--- config.mk ---
export PLATFORM = sky130hd
export DESIGN_NAME = rtc_irq_emu
export DESIGN_NICKNAME = d
export VERILOG_FILES = /design/src/rtl/rtc_emu_pkg.sv /design/src/rtl/rtc_tick_sched.sv /design/src/rtl/rtc_pie_div.sv /design/src/rtl/rtc_time_events.sv /design/src/rtl/rtc_irq_emu.sv
export SDC_FILE = /design/constraint.sdc
export NUM_CORES = 1
export LEC_CHECK = 0
export BUFFER_PORTS_ARGS = -buffer_cell sky130_fd_sc_hd__buf_2
export CAP_MARGIN = 20
export CORE_MARGIN = 4
export CORE_UTILIZATION = 54
export CTS_CLUSTER_DIAMETER = 100
export CTS_CLUSTER_SIZE = 12
export DETAILED_ROUTE_END_ITERATION = 10
export PLACE_DENSITY_LB_ADDON = 0.3
export SYNTH_ARGS = -nofsm -noshare
export SYNTH_HDL_FRONTEND = slang
export SYNTH_SLANG_ARGS = --single-unit
--- constraint.sdc ---
create_clock -name clk_i -period 4.27 [get_ports clk_i]
set_input_delay 0.2135 -clock clk_i [delete_from_list [all_inputs] [get_ports clk_i]]
set_output_delay 0.2135 -clock clk_i [all_outputs]
set_load 0.01 [all_outputs]
--- src/rtl/rtc_emu_pkg.sv ---
package rtc_emu_pkg;
  localparam int unsigned UF_BIT  = 4;
  localparam int unsigned AF_BIT  = 5;
  localparam int unsigned PF_BIT  = 6;
  localparam int unsigned IRQ_BIT = 7;
  localparam int unsigned CNT_LSB = 8;
endpackage

--- src/rtl/rtc_tick_sched.sv ---
module rtc_tick_sched #(
  parameter int unsigned CNT_W = 32
) (
  input  logic             clk_i,
  input  logic             rst_ni,
  input  logic             any_en_i,
  input  logic [CNT_W-1:0] count_i,
  input  logic [CNT_W-1:0] delta_i,
  output logic             armed_o,
  output logic             busy_o,
  output logic [CNT_W-1:0] target_o,
  output logic             tick_o,
  output logic [CNT_W-1:0] lost_o
);
  logic             armed_q, busy_q, tick_q;
  logic [CNT_W-1:0] target_q, lost_q, diff;
  logic             reached;

  assign diff    = count_i - target_q;
  assign reached = ~diff[CNT_W-1];

  always_ff @(posedge clk_i or negedge rst_ni) begin
    if (!rst_ni) begin
      armed_q  <= 1'b0;
      busy_q   <= 1'b0;
      tick_q   <= 1'b0;
      target_q <= '0;
      lost_q   <= '0;
    end else begin
      tick_q <= 1'b0;
      if (!any_en_i) begin
        armed_q <= 1'b0;
        busy_q  <= 1'b0;
        lost_q  <= '0;
      end else if (!armed_q) begin
        armed_q  <= 1'b1;
        target_q <= count_i + delta_i;
      end else if (busy_q) begin
        if (reached) begin
          target_q <= target_q + delta_i;
          lost_q   <= lost_q + 1'b1;
        end else begin
          busy_q <= 1'b0;
          tick_q <= 1'b1;
        end
      end else if (reached) begin
        target_q <= target_q + delta_i;
        busy_q   <= 1'b1;
        lost_q   <= '0;
      end
    end
  end

  assign armed_o  = armed_q;
  assign busy_o   = busy_q;
  assign target_o = target_q;
  assign tick_o   = tick_q;
  assign lost_o   = lost_q;

  p_arm_r9: assert property (@(posedge clk_i) disable iff (!rst_ni)
    (any_en_i && !armed_q) |=> (armed_q && target_q == $past(count_i + delta_i)));
  p_disarm_r9: assert property (@(posedge clk_i) disable iff (!rst_ni)
    !any_en_i |=> (!armed_q && !busy_q && !tick_q));
  p_ahead_on_tick_r4: assert property (@(posedge clk_i) disable iff (!rst_ni)
    tick_q |-> ($signed($past(count_i) - target_q) < 0));
  p_catchup_step_r4: assert property (@(posedge clk_i) disable iff (!rst_ni)
    (busy_q && any_en_i && reached) |=> (target_q == $past(target_q + delta_i)));
  p_delta_nz_r1: assert property (@(posedge clk_i) disable iff (!rst_ni)
    armed_q |-> (delta_i != '0));
endmodule

--- src/rtl/rtc_pie_div.sv ---
module rtc_pie_div #(
  parameter int unsigned CNT_W = 32
) (
  input  logic             clk_i,
  input  logic             rst_ni,
  input  logic             tick_i,
  input  logic             pie_en_i,
  input  logic             direct_i,
  input  logic [CNT_W-1:0] limit_i,
  input  logic [CNT_W-1:0] lost_i,
  output logic             pf_o
);
  logic [CNT_W-1:0] cnt_q;
  logic [CNT_W:0]   sum;

  assign sum  = {1'b0, cnt_q} + {1'b0, lost_i} + (CNT_W+1)'(1);
  assign pf_o = tick_i && pie_en_i && (direct_i || sum >= {1'b0, limit_i});

  always_ff @(posedge clk_i or negedge rst_ni) begin
    if (!rst_ni)                  cnt_q <= '0;
    else if (!pie_en_i)           cnt_q <= '0;
    else if (tick_i) begin
      if (pf_o || direct_i)       cnt_q <= '0;
      else                        cnt_q <= sum[CNT_W-1:0];
    end
  end

  p_div_clear_r10: assert property (@(posedge clk_i) disable iff (!rst_ni)
    pf_o |=> (cnt_q == '0));
  p_div_idle_r2: assert property (@(posedge clk_i) disable iff (!rst_ni)
    (!tick_i && $past(cnt_q) == cnt_q && pie_en_i) |=> (cnt_q == $past(cnt_q) || !pie_en_i || tick_i || cnt_q == '0));
endmodule

--- src/rtl/rtc_time_events.sv ---
module rtc_time_events #(
  parameter int unsigned TIME_W = 8
) (
  input  logic              clk_i,
  input  logic              rst_ni,
  input  logic              tick_i,
  input  logic              uie_en_i,
  input  logic              aie_en_i,
  input  logic [TIME_W-1:0] sec_i,
  input  logic [TIME_W-1:0] min_i,
  input  logic [TIME_W-1:0] hour_i,
  input  logic [TIME_W-1:0] alarm_sec_i,
  input  logic [TIME_W-1:0] alarm_min_i,
  input  logic [TIME_W-1:0] alarm_hour_i,
  output logic              uf_o,
  output logic              af_o
);
  logic [TIME_W-1:0] prev_sec_q;
  logic              prev_valid_q;

  always_ff @(posedge clk_i or negedge rst_ni) begin
    if (!rst_ni) begin
      prev_sec_q   <= '0;
      prev_valid_q <= 1'b0;
    end else if (!uie_en_i) begin
      prev_valid_q <= 1'b0;
    end else if (tick_i) begin
      prev_sec_q   <= sec_i;
      prev_valid_q <= 1'b1;
    end
  end

  assign uf_o = tick_i && uie_en_i && prev_valid_q && (sec_i != prev_sec_q);
  assign af_o = tick_i && aie_en_i && (sec_i == alarm_sec_i) &&
                (min_i == alarm_min_i) && (hour_i == alarm_hour_i);

  // first tick after enabling only records the seconds
  p_uf_first_silent_r6: assert property (@(posedge clk_i) disable iff (!rst_ni)
    !uie_en_i |=> !uf_o);
endmodule

--- src/rtl/rtc_irq_emu.sv ---
module rtc_irq_emu
  import rtc_emu_pkg::*;
#(
  parameter int unsigned CNT_W     = 32,
  parameter int unsigned TIME_W    = 8,
  parameter int unsigned FREQ_W    = 4,
  parameter int unsigned FLAG_W    = 16,
  parameter int unsigned BASE_LOG2 = 6,
  parameter int unsigned MAX_LOG2  = 13
) (
  input  logic              clk_i,
  input  logic              rst_ni,
  input  logic [CNT_W-1:0]  count_i,
  input  logic [TIME_W-1:0] sec_i,
  input  logic [TIME_W-1:0] min_i,
  input  logic [TIME_W-1:0] hour_i,
  input  logic [TIME_W-1:0] alarm_sec_i,
  input  logic [TIME_W-1:0] alarm_min_i,
  input  logic [TIME_W-1:0] alarm_hour_i,
  input  logic              pie_en_i,
  input  logic              aie_en_i,
  input  logic              uie_en_i,
  input  logic [FREQ_W-1:0] freq_log2_i,
  input  logic [CNT_W-1:0]  base_delta_i,
  output logic [FLAG_W-1:0] flags_o,
  output logic              irq_o,
  output logic              armed_o,
  output logic              busy_o,
  output logic [CNT_W-1:0]  target_o
);
  localparam logic [FREQ_W-1:0] BASE_K = FREQ_W'(BASE_LOG2);
  localparam int unsigned       CW     = FLAG_W - CNT_LSB;

  logic              any_en, direct, tick, pf, uf, af, hit;
  logic [FREQ_W-1:0] sh_up, sh_dn;
  logic [CNT_W-1:0]  delta, limit, lost;
  logic [FLAG_W-1:0] word, flags_q;
  logic              irq_q;

  assign any_en = pie_en_i | aie_en_i | uie_en_i;
  assign direct = pie_en_i && (freq_log2_i > BASE_K);
  assign sh_up  = freq_log2_i - BASE_K;
  assign sh_dn  = BASE_K - freq_log2_i;
  assign delta  = direct ? (base_delta_i >> sh_up) : base_delta_i;
  assign limit  = direct ? CNT_W'(1) : (CNT_W'(1) << sh_dn);

  rtc_tick_sched #(.CNT_W(CNT_W)) i_sched (
    .clk_i, .rst_ni,
    .any_en_i (any_en),
    .count_i,
    .delta_i  (delta),
    .armed_o,
    .busy_o,
    .target_o,
    .tick_o   (tick),
    .lost_o   (lost)
  );

  rtc_pie_div #(.CNT_W(CNT_W)) i_div (
    .clk_i, .rst_ni,
    .tick_i   (tick),
    .pie_en_i,
    .direct_i (direct),
    .limit_i  (limit),
    .lost_i   (lost),
    .pf_o     (pf)
  );

  rtc_time_events #(.TIME_W(TIME_W)) i_evt (
    .clk_i, .rst_ni,
    .tick_i   (tick),
    .uie_en_i, .aie_en_i,
    .sec_i, .min_i, .hour_i,
    .alarm_sec_i, .alarm_min_i, .alarm_hour_i,
    .uf_o     (uf),
    .af_o     (af)
  );

  assign hit = pf | af | uf;

  always_comb begin
    word                  = '0;
    word[FLAG_W-1:CNT_LSB] = CW'(1);
    word[IRQ_BIT]         = 1'b1;
    word[PF_BIT]          = pf;
    word[AF_BIT]          = af;
    word[UF_BIT]          = uf;
  end

  always_ff @(posedge clk_i or negedge rst_ni) begin
    if (!rst_ni) begin
      flags_q <= '0;
      irq_q   <= 1'b0;
    end else begin
      flags_q <= hit ? word : '0;
      irq_q   <= hit;
    end
  end

  assign flags_o = flags_q;
  assign irq_o   = irq_q;

  p_strobe_single_r8: assert property (@(posedge clk_i) disable iff (!rst_ni)
    irq_o |=> !irq_o);
  p_word_layout_r8: assert property (@(posedge clk_i) disable iff (!rst_ni)
    irq_o |-> (flags_o[IRQ_BIT] && flags_o[FLAG_W-1:CNT_LSB] == CW'(1)));
  p_word_quiet_r8: assert property (@(posedge clk_i) disable iff (!rst_ni)
    !irq_o |-> (flags_o == '0));
  p_irq_after_tick_r8: assert property (@(posedge clk_i) disable iff (!rst_ni)
    irq_o |-> $past(tick));
  p_freq_range_r2: assert property (@(posedge clk_i) disable iff (!rst_ni)
    pie_en_i |-> (freq_log2_i >= FREQ_W'(1) && freq_log2_i <= FREQ_W'(MAX_LOG2)));
endmodule

==> impl_metrics.ini <==
[placement]
portBuffers = 160
place_hpwl_um = 27300
numPlacedInstances = 1897
gp_congestion = 0.970

[drt]
wl_um = 34800
remaining_drc_errors = 0
detail_route.wl_per_cell_um = 18.1
ant_nets = 0
via_per_inst = 6.03
vias = 11600
drt_iter0_drc = 883
firstDrtPassIters = 8

[global_routing]
grt_first_pass_wirelength_um = 55800
globalRouteTotalUtil_pct = 27.9
grt_overflow_total = 0
grt_max_degree = 43
antenna_found_initial = 1
grt_pass1_vias = 11200

[floorplanning]
die_width_um = 155
die_h_um = 155
coreArea_mm2 = 0.0212
die_area_mm2 = 0.0240
row_count = 53
pin_count = 172
initial_core_util_pct = 55.2

[timing]
holdWs_ns = 0.119
tightestPinTransition_ns = 0.747
relSlewSlack_pct = 50.1
slew_violations = 0
timing.final.crit_share_pct = 96.4
skew_ns = 0.0126
fmax_mhz = 243
rsz0062_at_grt = true
layout_min_cycle_time_ns = 4.12
setup_viol = 0
hold_viol_final = 0

[cts]
root_buffer = clkbuf_16
htree_levels = 3
cts_tree = yes
clock_latency_ns = 0.37
cts.sinks = 112
clockBufferDepth = 2
numCtsBuffers = 9
path_clk_slew_ns = 0.08

[critical_path]
path_class = flip-flop to flip-flop
slowest_delay_ns = 0.40
crit_fanout = 8
arrival_ns = 4.42
path_cells = ha_1 -> nor2b_1 -> o31a_1 -> buf_4 -> o21a_1 -> nor2_1 -> xnor2_1 -> ha_1 -> o21a_1 -> o211ai_1 -> o31a_1 -> o21ai_1 -> and4_1 -> nor4_2 -> nand4_1 -> nor4_4 -> buf_4 -> clkbuf_16 -> a32o_1
worst_setup_path_start_kind = flip-flop
slowest_stage = dfrtp_1
critPathBufInv = 3
cp.required_ns = 4.58
cp-end-kind = flip-flop
cp_top_family = compound AO/OA/AOI/OAI gates

[logic_synthesis]
async_reset_ff_share_pct = 100
synthFlopType = dfrtp_1
synth_edf_count = 0
synth_cell_types = 76
yosysTopAreaCell = dfrtp_1
synth_seq_cells = 112
avgSynthCellArea_um2 = 8.19
yosysTopAreaCellShare_pct = 24.0
syn-cell-area_mm2 = 0.0117
synth.yosys.seq_area_share_pct = 24.0
yosysWarnings = 0
postSynthCellCount = 1426
synth.area.top_cells = dfrtp_1, ha_1, o21ai_0, nand2_1, mux2_2

[power_and_ir_drop]
peakVddDrop_mv = 0.376
p_leak_nw = 6.70
finalPower_mw = 6.53
power_density_mw_per_mm2 = 469

[finish]
drive_gt1_share_pct = 24.2
layout_common_cells = buf_2, nand2_1, o21ai_0
fin_cells = 1926
final_common_cell = buf_2
num-nets-final = 1881
area_growth_pct = 19.3

[hold_path]
worstHoldPathType = primary input to flip-flop

[run]
maxCapViolCount = 0

[run_status]
status = complete, no violations
## final timing paths
check	to	depth (start not counted)	from	slack, ns
worst max-delay path	i_div.cnt_q[1]$_DFFE_PN0P_	19	i_div.cnt_q[1]$_DFFE_PN0P_	0.15
worst min-delay path	i_evt.prev_valid_q$_DFFE_PN0P_	2	uie_en_i	0.12
worst max register to register	i_div.cnt_q[1]$_DFFE_PN0P_	19	i_div.cnt_q[1]$_DFFE_PN0P_	0.15
worst min register to register	i_evt.prev_valid_q$_DFFE_PN0P_	1	i_evt.prev_valid_q$_DFFE_PN0P_	0.49
max in group asynchronous	i_sched.target_o[17]$_DFFE_PN0P_	3	rst_ni	2.94
min in group asynchronous	i_sched.lost_o[25]$_DFFE_PN0P_	2	rst_ni	0.37
## registers in the layout, indices dropped and copies added, names as in the netlist
register and flops:
i_evt.prev_valid_q 1, i_sched.lost_o 32, i_sched.tick_o 1, i_sched.armed_o 1
flags_o 4, i_sched.target_o 32, i_evt.prev_sec_q 8, i_sched.busy_o 1
i_div.cnt_q 32
## cell families (layout without fill, tap and decap cells)
kind of cell | Yosys count | count (layout) | synth area share (%)
adder cells (fa/ha/maj) | 114 | 114 | 12.3
flip-flops | 112 | 112 | 24.0
AO/OA/AOI/OAI | 446 | 446 | 24.2
multiplexers | 90 | 90 | 9.63
buffers and inverters | 143 | 357 | 5.55
XOR/XNOR | 85 | 85 | 6.38
other | 1 | 12 | 0.0321
AND/OR/NAND/NOR | 435 | 435 | 17.9
## through the flow
stage               setup slack [ns]  TNS [ns]  util [%]  cell area [µm²]
finish                         0.155         0      65.8            13900
detailed placement            -0.110    -0.376      63.0            13300
global route                 -0.0369    -0.500      65.8            13900
global placement            -0.00921  -0.00921      63.0            13300
floorplan                     0.0954         0         -            11700
CTS                          0.00268         0      64.5            13700
## layer usage
metal,routed length [µm],vias to the layer above,GRT usage [%]
met5,0,-,0
met4,935,0,8.83
met3,2080,62,3.34
met2,16400,408,46.6
met1,15400,5494,38.1
li1,-,5650,-
## what timing repair did
action | CTS | global route
resized for setup | 1 | 34
endpoints found under the hold margin | 35 | 0
pin swaps | 0 | 36
endpoints found under the setup margin | 16 | 23
buffers inserted | 0 | 11
hold buffers | 1 | 0
cloned | 0 | 1
## Yosys cell counts (all sizes together) (3+ instances only)
cell type,number
nand2b,12
mux4,13
xnor2,52
mux2i,28
nand2,149
nand3,37
xor2,33
dfrtp,112
o211ai,7
a2111oi,3
inv,63
a221o,4
nor2b,14
o41ai,5
buf,35
a31oi,25
or3,5
nor3,18
ha,112
and4,5
nand4,33
o21ai,152
o221ai,3
a211o,4
o31a,4
o21bai,8
nor3b,4
clkbuf,42
a21oi,108
and2,24
and3,26
o31ai,24
nor2,96
nor4,6
mux2,49
o21a,17
a211oi,11
a41oi,4
a21o,34
a32o,17
a21boi,3
## where the power goes
group	total, mW	internal [mW]	switching [mW]
logic	4.12	1.85	2.27
clock network	0.911	0.463	0.448
registers	1.50	1.30	0.196
total	6.53	3.61	2.92
## worst reg2reg max path: cells and delay by family, from the launching register on
family | cells | cell delay (ns)
buffers and inverters | 3 | 0.49
flip-flops | 1 | 0.40
XOR/XNOR | 1 | 0.18
AND/OR/NAND/NOR | 6 | 1.16
adder cells (fa/ha/maj) | 2 | 0.59
AO/OA/AOI/OAI | 7 | 1.23
## layout make-up
cell class / instances / area, µm²
inverter: 64 / 240
clock buffer: 9 / 225
clock inverter: 6 / 80.1
fill: 1839 / 7230
antenna: 1 / 2.50
tap: 275 / 344
timing repair buffer: 278 / 1780
multi-input combinational: 1181 / 8460
sequential: 112 / 2800
Note: power is estimated with default switching activity, not from simulation.
